===== src/rtl/sup_reset_wdog.sv =====
module sup_reset_wdog #(
  parameter int CLK_DIV      = 50000,
  parameter int SETTLE_TICKS = 200,
  parameter int WD_LONG      = 1400,
  parameter int WD_MID       = 600,
  parameter int WD_SHORT     = 200,
  parameter bit ACTIVE_HIGH  = 1'b0
) (
  input  logic       clk,
  input  logic       pwr_present,
  input  logic       supply_ok,
  input  logic       cs_wdi,
  input  logic [1:0] wd_sel,
  output logic       rst_out,
  output logic       wdt_flag_set
);
  localparam int PRE_W  = (CLK_DIV > 1) ? $clog2(CLK_DIV) : 1;
  localparam int SET_W  = $clog2(SETTLE_TICKS + 1);
  localparam int WD_MAX = (WD_LONG > WD_MID) ? ((WD_LONG > WD_SHORT) ? WD_LONG : WD_SHORT)
                                             : ((WD_MID > WD_SHORT) ? WD_MID : WD_SHORT);
  localparam int WD_W   = $clog2(WD_MAX + 1);

  logic [PRE_W-1:0] pre_cnt;
  logic [SET_W-1:0] settle_cnt;
  logic [WD_W-1:0]  wd_cnt, wd_lim;
  logic [1:0]       cs_q;
  logic             rst_act, tick, kick, wd_on;

  assign tick  = (pre_cnt == PRE_W'(CLK_DIV - 1));
  assign kick  = cs_q[1] & ~cs_q[0];
  assign wd_on = (wd_sel != 2'b11);

  always_comb begin
    case (wd_sel)
      2'b00:   wd_lim = WD_W'(WD_LONG);
      2'b01:   wd_lim = WD_W'(WD_MID);
      2'b10:   wd_lim = WD_W'(WD_SHORT);
      default: wd_lim = '0;
    endcase
  end

  always_ff @(posedge clk or negedge pwr_present) begin
    if (!pwr_present) begin
      pre_cnt <= '0;
      cs_q    <= 2'b11;
    end else begin
      cs_q <= {cs_q[0], cs_wdi};
      if (!supply_ok || tick) pre_cnt <= '0;
      else                    pre_cnt <= pre_cnt + 1'b1;
    end
  end

  always_ff @(posedge clk or negedge pwr_present) begin
    if (!pwr_present) begin
      rst_act      <= 1'b1;
      settle_cnt   <= '0;
      wd_cnt       <= '0;
      wdt_flag_set <= 1'b0;
    end else begin
      wdt_flag_set <= 1'b0;
      if (!supply_ok) begin
        rst_act    <= 1'b1;
        settle_cnt <= '0;
        wd_cnt     <= '0;
      end else if (rst_act) begin
        wd_cnt <= '0;
        if (tick) begin
          if (settle_cnt == SET_W'(SETTLE_TICKS - 1)) begin
            rst_act    <= 1'b0;
            settle_cnt <= '0;
          end else begin
            settle_cnt <= settle_cnt + 1'b1;
          end
        end
      end else if (!wd_on || kick) begin
        wd_cnt <= '0;
      end else if (tick) begin
        if (wd_cnt >= wd_lim - 1'b1) begin
          rst_act      <= 1'b1;
          wdt_flag_set <= 1'b1;
          wd_cnt       <= '0;
        end else begin
          wd_cnt <= wd_cnt + 1'b1;
        end
      end
    end
  end

  assign rst_out = ACTIVE_HIGH ? rst_act : ~rst_act;
endmodule


===== config.mk =====
export PLATFORM = sky130hd
export DESIGN_NAME = sup_reset_wdog
export DESIGN_NICKNAME = d
export VERILOG_FILES = /design/src/rtl/sup_reset_wdog.sv
export SDC_FILE = /design/constraint.sdc
export NUM_CORES = 1
export LEC_CHECK = 0
export BUFFER_PORTS_ARGS = -buffer_cell sky130_fd_sc_hd__buf_2
export CORE_ASPECT_RATIO = 1.5
export CORE_MARGIN = 3
export CORE_UTILIZATION = 45
export CTS_CLUSTER_DIAMETER = 50
export CTS_CLUSTER_SIZE = 8
export DETAILED_ROUTE_END_ITERATION = 8
export GPL_TIMING_DRIVEN = 1
export SYNTH_ARGS = -nofsm -noshare
export SYNTH_HDL_FRONTEND = slang
export SYNTH_SLANG_ARGS = --single-unit

===== constraint.sdc =====
create_clock -name clk -period 4.91 [get_ports clk]
set_clock_uncertainty 0.2 [all_clocks]
set_input_delay 0.491 -clock clk [delete_from_list [all_inputs] [get_ports clk]]
set_output_delay 0.491 -clock clk [all_outputs]
set_load 0.02 [all_outputs]

==> results.cfg, run 1 <==
[synth]
synth_top_family_by_area = simple AND/OR/NAND/NOR gates
synthSimpleGateAreaFrac = 0.279
synthArstFlopShare = 1.00
syn_area_per_cell_um2 = 9.41
synth_edf_count = 0
synth_nets = 262
syn_inst = 243
synth_largest_area_cell = dfrtp_1
ys_types = 45
ys_seq_area_frac = 0.429
synth-seq-cells = 39
synthFlopType = dfrtp_1
synth_area_mm2 = 0.00229
synth_top_area_frac = 0.394
ys_top_cells_by_area = dfrtp_1 (39%), ha_1 (7.1%), nand3_1 (4.8%), nor2_1 (4.3%), nand2_1 (4.1%)
synth_xor_area_frac = 0.0575
ys_warn_count = 0
synth_compound_area_frac = 0.129
synthMuxAreaShare = 0
synth-adder-area-share = 0.0712

[timing]
period_minus_slack_ns = 2.69
hold_viol_final = 0
rsz0062_at_grt = false
worst_pin_slew_ns = 0.863
min_period_over_period = 0.547
slew_viol_final = 0
setup_viol = 0
fmax_mhz = 372
setup_tns_ns = 0
relSlewSlack = 0.425

[detailed_routing]
drt_iter0_drc = 63
num_vias = 1813
firstDrtPassIters = 4
ant_nets = 0
remaining_drc_errors = 0
viasPerCell = 5.74
routed_wl_mm = 4.48
routedWlPerCell_um = 14.2

[floorplanning]
rows = 31
die_w_um = 64.2
die_y_um = 93.3
die_area_mm2 = 0.00599
core_area_mm2 = 0.00489
initial_core_util = 0.468
ios = 8

[worst_setup_path]
crit_fanout = 20
required_ns = 4.86
reg2reg_slack_ns = 2.22
start_kind = flip-flop
worstSetupPathType = flip-flop to flip-flop
arrival_ns = 2.64
end_kind = flip-flop

[placement]
placed_area_mm2 = 0.00236
port_buffers = 7
dp_hpwl_mm = 3.13
place.gp.congestion = 0.825
placedCellCount = 308

[flow_run]
max_cap_violations = 0

[hold_path]
hp-class = input pin to flip-flop

[clock_network]
clk_path_buf_depth = 2
ctsHoldBuffers = 0
ctsResizeCount = 0
cts_tree = built
htree_num_levels = 2
root_buffer = clkbuf_8
cts_num_sinks = 39
clk_latency_ns = 0.29
cts_buffers = 5
post_cts_buffers = 0
clk_pin_slew_ns = 0.08

[final_layout]
final_cells = 316
final_common_cell = dfrtp_1
syn_to_final_growth_pct = 6.79
n_antenna_cell = 0
nNetsFinal = 268
drive_gt1_frac = 0.112
final_cell_area_mm2 = 0.00244
layout_common_cells = dfrtp_1 (36), nor2_1 (26), nand2_1 (25)

[global_route]
grt_use_total = 0.172
grt_pass1_wl_mm = 8.27
antenna_found_initial = 0
grt-ovfl-total = 0
grt_max_degree = 40
grt_pass1_vias = 1794

[power]
power_w = 0.000565
power_density_mw_per_mm2 = 232
p_leak_nw = 1.01
ir_drop_v = 0.0000914

[status]
status = completed
## cell families (layout without fill, tap and decap cells)
group / Yosys count / in the layout
AO/OA/AOI/OAI: 40 / 40
flip-flops: 39 / 39
adder cells (fa/ha/maj): 13 / 13
buffers and inverters: 17 / 24
AND/OR/NAND/NOR: 119 / 119
XOR/XNOR: 15 / 15
## cell type report
| type | instances | area (µm²) |
|---|---|---|
| clock inverter | 2 | 12.5 |
| fill | 459 | 2450 |
| inverter | 9 | 33.8 |
| tap | 66 | 82.6 |
| clock buffer | 6 | 72.6 |
| multi-input combinational | 187 | 1220 |
| sequential | 39 | 980 |
| timing repair buffer | 7 | 35.0 |
## worst paths after layout
kind | startpoint | endpoint | cells past startpoint
setup / recovery | pre_cnt[0] | pre_cnt[5] | 5
hold / removal | cs_wdi | cs_q[0] | 1
setup reg to reg | pre_cnt[0] | pre_cnt[5] | 5
hold reg to reg | cs_q[0] | cs_q[1] | 0
max in group asynchronous | pwr_present | settle_cnt[6] | 1
min in group asynchronous | pwr_present | pre_cnt[6] | 1
## state kept, by name, indices dropped and copies added, names as in the netlist
signal        flops
rst_act           1
wdt_flag_set      1
pre_cnt          16
settle_cnt        8
wd_cnt           11
cs_q              2
## per-stage QoR
| step | setup WS, ns | hold WS, ns | utilization |
|---|---|---|---|
| final | 2.22 | 0.0887 | 0.499 |
| after global routing | 1.89 | 0.0745 | 0.499 |
| after CTS | 2.15 | 0.0802 | 0.499 |
| after detailed placement | 2.11 | 0.161 | 0.482 |
| after global placement | 2.17 | 0.155 | 0.482 |
| after floorplan | 2.52 | -0.00459 | - |
## critical path: stages (launching register included)
cell	delay (ns)
dfrtp_1	0.39
ha_1	0.21
and3_1	0.25
nand4_1	0.67
nand2_1	0.70
nor2_1	0.12
## layer usage
layer	up-vias	share of wire	GRT usage
li1	890	-	-
met1	882	0.45	0.218
met2	35	0.52	0.286
met3	6	0.023	0.0300
met4	0	0.013	0.0741
met5	-	0	0
## cells in the mapped netlist (2+ instances only)
master / count
buf_2: 4
xnor2_1: 9
ha_1: 13
o21ai_0: 2
nor2_1: 26
a21oi_1: 8
o211ai_1: 2
and3_2: 2
nand2_1: 25
xor2_1: 6
and2_1: 2
nand3_1: 22
o41ai_2: 2
nor2b_1: 3
and3_1: 6
dfstp_2: 3
dfrtp_1: 36
a31oi_1: 8
o21ai_1: 6
and4_1: 2
nor3_1: 8
o31ai_1: 4
inv_1: 9
nand4_1: 13
o2111ai_1: 2
## where the power goes
part | internal, W | switching, W | total, W | leakage [nW]
Combinational | 0.00000855 | 0.0000192 | 0.0000278 | 0.435
Clock | 0.0000992 | 0.000112 | 0.000211 | 0.0412
Sequential | 0.000324 | 0.00000216 | 0.000327 | 0.532
(Power assumes the default switching activity.)
==> inputs of run 2 (changes only) <==
Settings changed: ABC_AREA from default to 1.
Clock period 4.91 ns to 2.4 ns, I/O delays scaled along.
==> run 2 against run 1 <==
Cell area is 11% higher. Fmax rose by 41%. Clock power rose to 2.7 times the previous value. Sequential power grew 110%. Sequential cell count unchanged. Via count rose by 10%. Combinational power increased to 2.9 times the previous value. Global-route usage grew 0.083 points. Clock-buffer cell count is 1 lower. Final cell count up 33%. Synthesized cell count increased by 39%. Core utilization increased by 1.6 points.
==> results.cfg, run 2 <==
[synth]
syn_area_per_cell_um2 = 7.39
synth_largest_area_cell = dfrtp_1
syn_inst = 338
ys_warn_count = 0
synth_area_mm2 = 0.00250
synth_nets = 357
ys_seq_area_frac = 0.392
synth_most_common_cell = nand2_1
synthArstFlopShare = 1.00
ys_top_cells_by_count = nand2_1 (85), inv_1 (54), nor2_1 (47), dfrtp_1 (36), nand3_1 (21)
synth-seq-cells = 39
synthFlopType = dfrtp_1
synth_top_area_frac = 0.361
ys_types = 28
ys_top_cells_by_area = dfrtp_1 (36%), nand2_1 (13%), inv_1 (8.1%), nor2_1 (7.1%), ha_1 (6.5%)
synth_edf_count = 0

[floorplanning]
die_area_mm2 = 0.00649
die_y_um = 97.2
core_area_mm2 = 0.00525
initial_core_util = 0.476
die_w_um = 66.8
ios = 8
rows = 32

[clock_network]
ctsResizeCount = 0
clk_pin_slew_ns = 0.09
htree_num_levels = 2
cts_tree = built
clk_latency_ns = 0.31
post_cts_buffers = 0
cts_buffers = 5
clk_path_buf_depth = 2
cts_num_sinks = 39
root_buffer = clkbuf_8

[timing]
min_period_over_period = 0.793
relSlewSlack = 0.400
setup_tns_ns = 0
rsz0062_at_grt = false
period_minus_slack_ns = 1.90
slew_viol_final = 0
worst_pin_slew_ns = 0.900
fmax_mhz = 526
setup_viol = 0
hold_viol_final = 0

[worst_setup_path]
end_kind = flip-flop
crit_fanout = 5
required_ns = 2.43
r2r_cells = 8
arrival_ns = 1.93
worstSetupPathType = flip-flop to flip-flop
start_kind = flip-flop

[power]
power_w = 0.00133
swShare = 0.243
p_clk_frac = 0.428
p_leak_nw = 1.32
p_int_w = 0.00101
ir_drop_v = 0.000241
power_density_mw_per_mm2 = 492
pwr-share-comb = 0.062
switchingPower_w = 0.000323
seq_power_share = 0.511

[detailed_routing]
viasPerCell = 4.77
num_vias = 2003
drt_iter0_drc = 159
remaining_drc_errors = 0
ant_nets = 0
routedWlPerCell_um = 11.5
firstDrtPassIters = 4
routed_wl_mm = 4.83

[global_route]
grt-ovfl-total = 0
grt_use_total = 0.173
grt_max_degree = 40
grt_pass1_vias = 2037
grt_pass1_wl_mm = 8.78
antenna_found_initial = 0

[final_layout]
final_cell_area_mm2 = 0.00270
nNetsFinal = 370
final_cells = 420
n_antenna_cell = 0
syn_to_final_growth_pct = 8.32
drive_gt1_frac = 0.116
largest_reg_flops = 16
layout_common_cells = nand2_1 (85), inv_1 (54), nor2_1 (47)
final_common_cell = nand2_1
fillers = 524
top_register = pre_cnt
finish.utilization = 0.516
reg.largest.list = pre_cnt: 16 flops, wd_cnt: 11 flops, settle_cnt: 8 flops

[placement]
placedCellCount = 410
placed_area_mm2 = 0.00257
port_buffers = 7
dp_hpwl_mm = 3.66
place.gp.congestion = 0.802

[hold_path]
hp-class = input pin to flip-flop
holdPathStages = 3

[status]
status = completed

[flow_run]
max_cap_violations = 0
## run 2: layout make-up
type | instances | area, µm² | share of cell area
Clock inverter | 3 | 43.8 | 0.0162
Inverter | 55 | 208 | 0.0768
Tap cell | 68 | 85.1 | 0.0315
Clock buffer | 5 | 68.8 | 0.0255
Multi-Input combinational cell | 241 | 1260 | 0.467
Timing Repair Buffer | 9 | 55.1 | 0.0204
Sequential cell | 39 | 980 | 0.362
## run 2: layer usage
layer | vias to the layer above | track usage | part of all wire
li1 | 1079 | - | -
met1 | 891 | 0.202 | 0.44
met2 | 23 | 0.302 | 0.52
met3 | 10 | 0.0324 | 0.019
met4 | 0 | 0.0673 | 0.020
met5 | - | 0 | 0
## run 2: repair_timing
| item | 4_1_cts | 5_1_grt |
|---|---|---|
| hold buffers | 2 | 0 |
| endpoints found under the setup margin | 0 | 0 |
| hold endpoints to repair | 37 | 0 |
## run 2: worst paths after layout
check                                  from       endpoint  slack, ns
worst max-delay path              wd_cnt[9]      wd_cnt[0]       0.50
worst min-delay path              supply_ok  settle_cnt[7]       0.12
worst max register to register    wd_cnt[9]      wd_cnt[0]       0.50
worst min register to register      cs_q[0]        cs_q[1]       0.17
max in group asynchronous       pwr_present      wd_cnt[5]       1.03
min in group asynchronous       pwr_present    pre_cnt[12]       0.40
## run 2: logic make-up (layout without fill, tap and decap cells)
family / count (synthesis) / in the layout / share of synthesized area
DFF: 39 / 39 / 0.392
and+or+nand+nor: 192 / 192 / 0.354
buffers and inverters: 58 / 72 / 0.101
AOI/OAI and AO/OA: 30 / 30 / 0.0662
xor gates and xnor gates: 6 / 6 / 0.0211
adders and majority gates: 13 / 13 / 0.0652
## run 2: stage by stage
stage	setup slack, ns	hold slack [ns]
finish	0.498	0.118
global route	0.267	0.125
CTS	0.483	0.121
detailed placement	0.242	0.148
global placement	0.285	0.146
floorplan	0.565	-0.256
## run 2: critical path, stage by stage (launching register included)
cell     delay, ns
dfrtp_1       0.45
ha_1          0.31
nand2_1       0.10
inv_1         0.05
a21oi_1       0.20
nand2_1       0.10
nor2_1        0.17
nand2_1       0.10
a21oi_1       0.14
## run 2: power by group through the flow
stage	combinational (W)	sequential, W	clock (W)
global route	0.0000985	0.000681	0.000605
finish	0.0000818	0.000679	0.000569
detailed placement	0.0000823	0.000692	0
global placement	0.0000802	0.000691	0
CTS	0.0000852	0.000679	0.000581
floorplan	0.0000555	0.000690	0
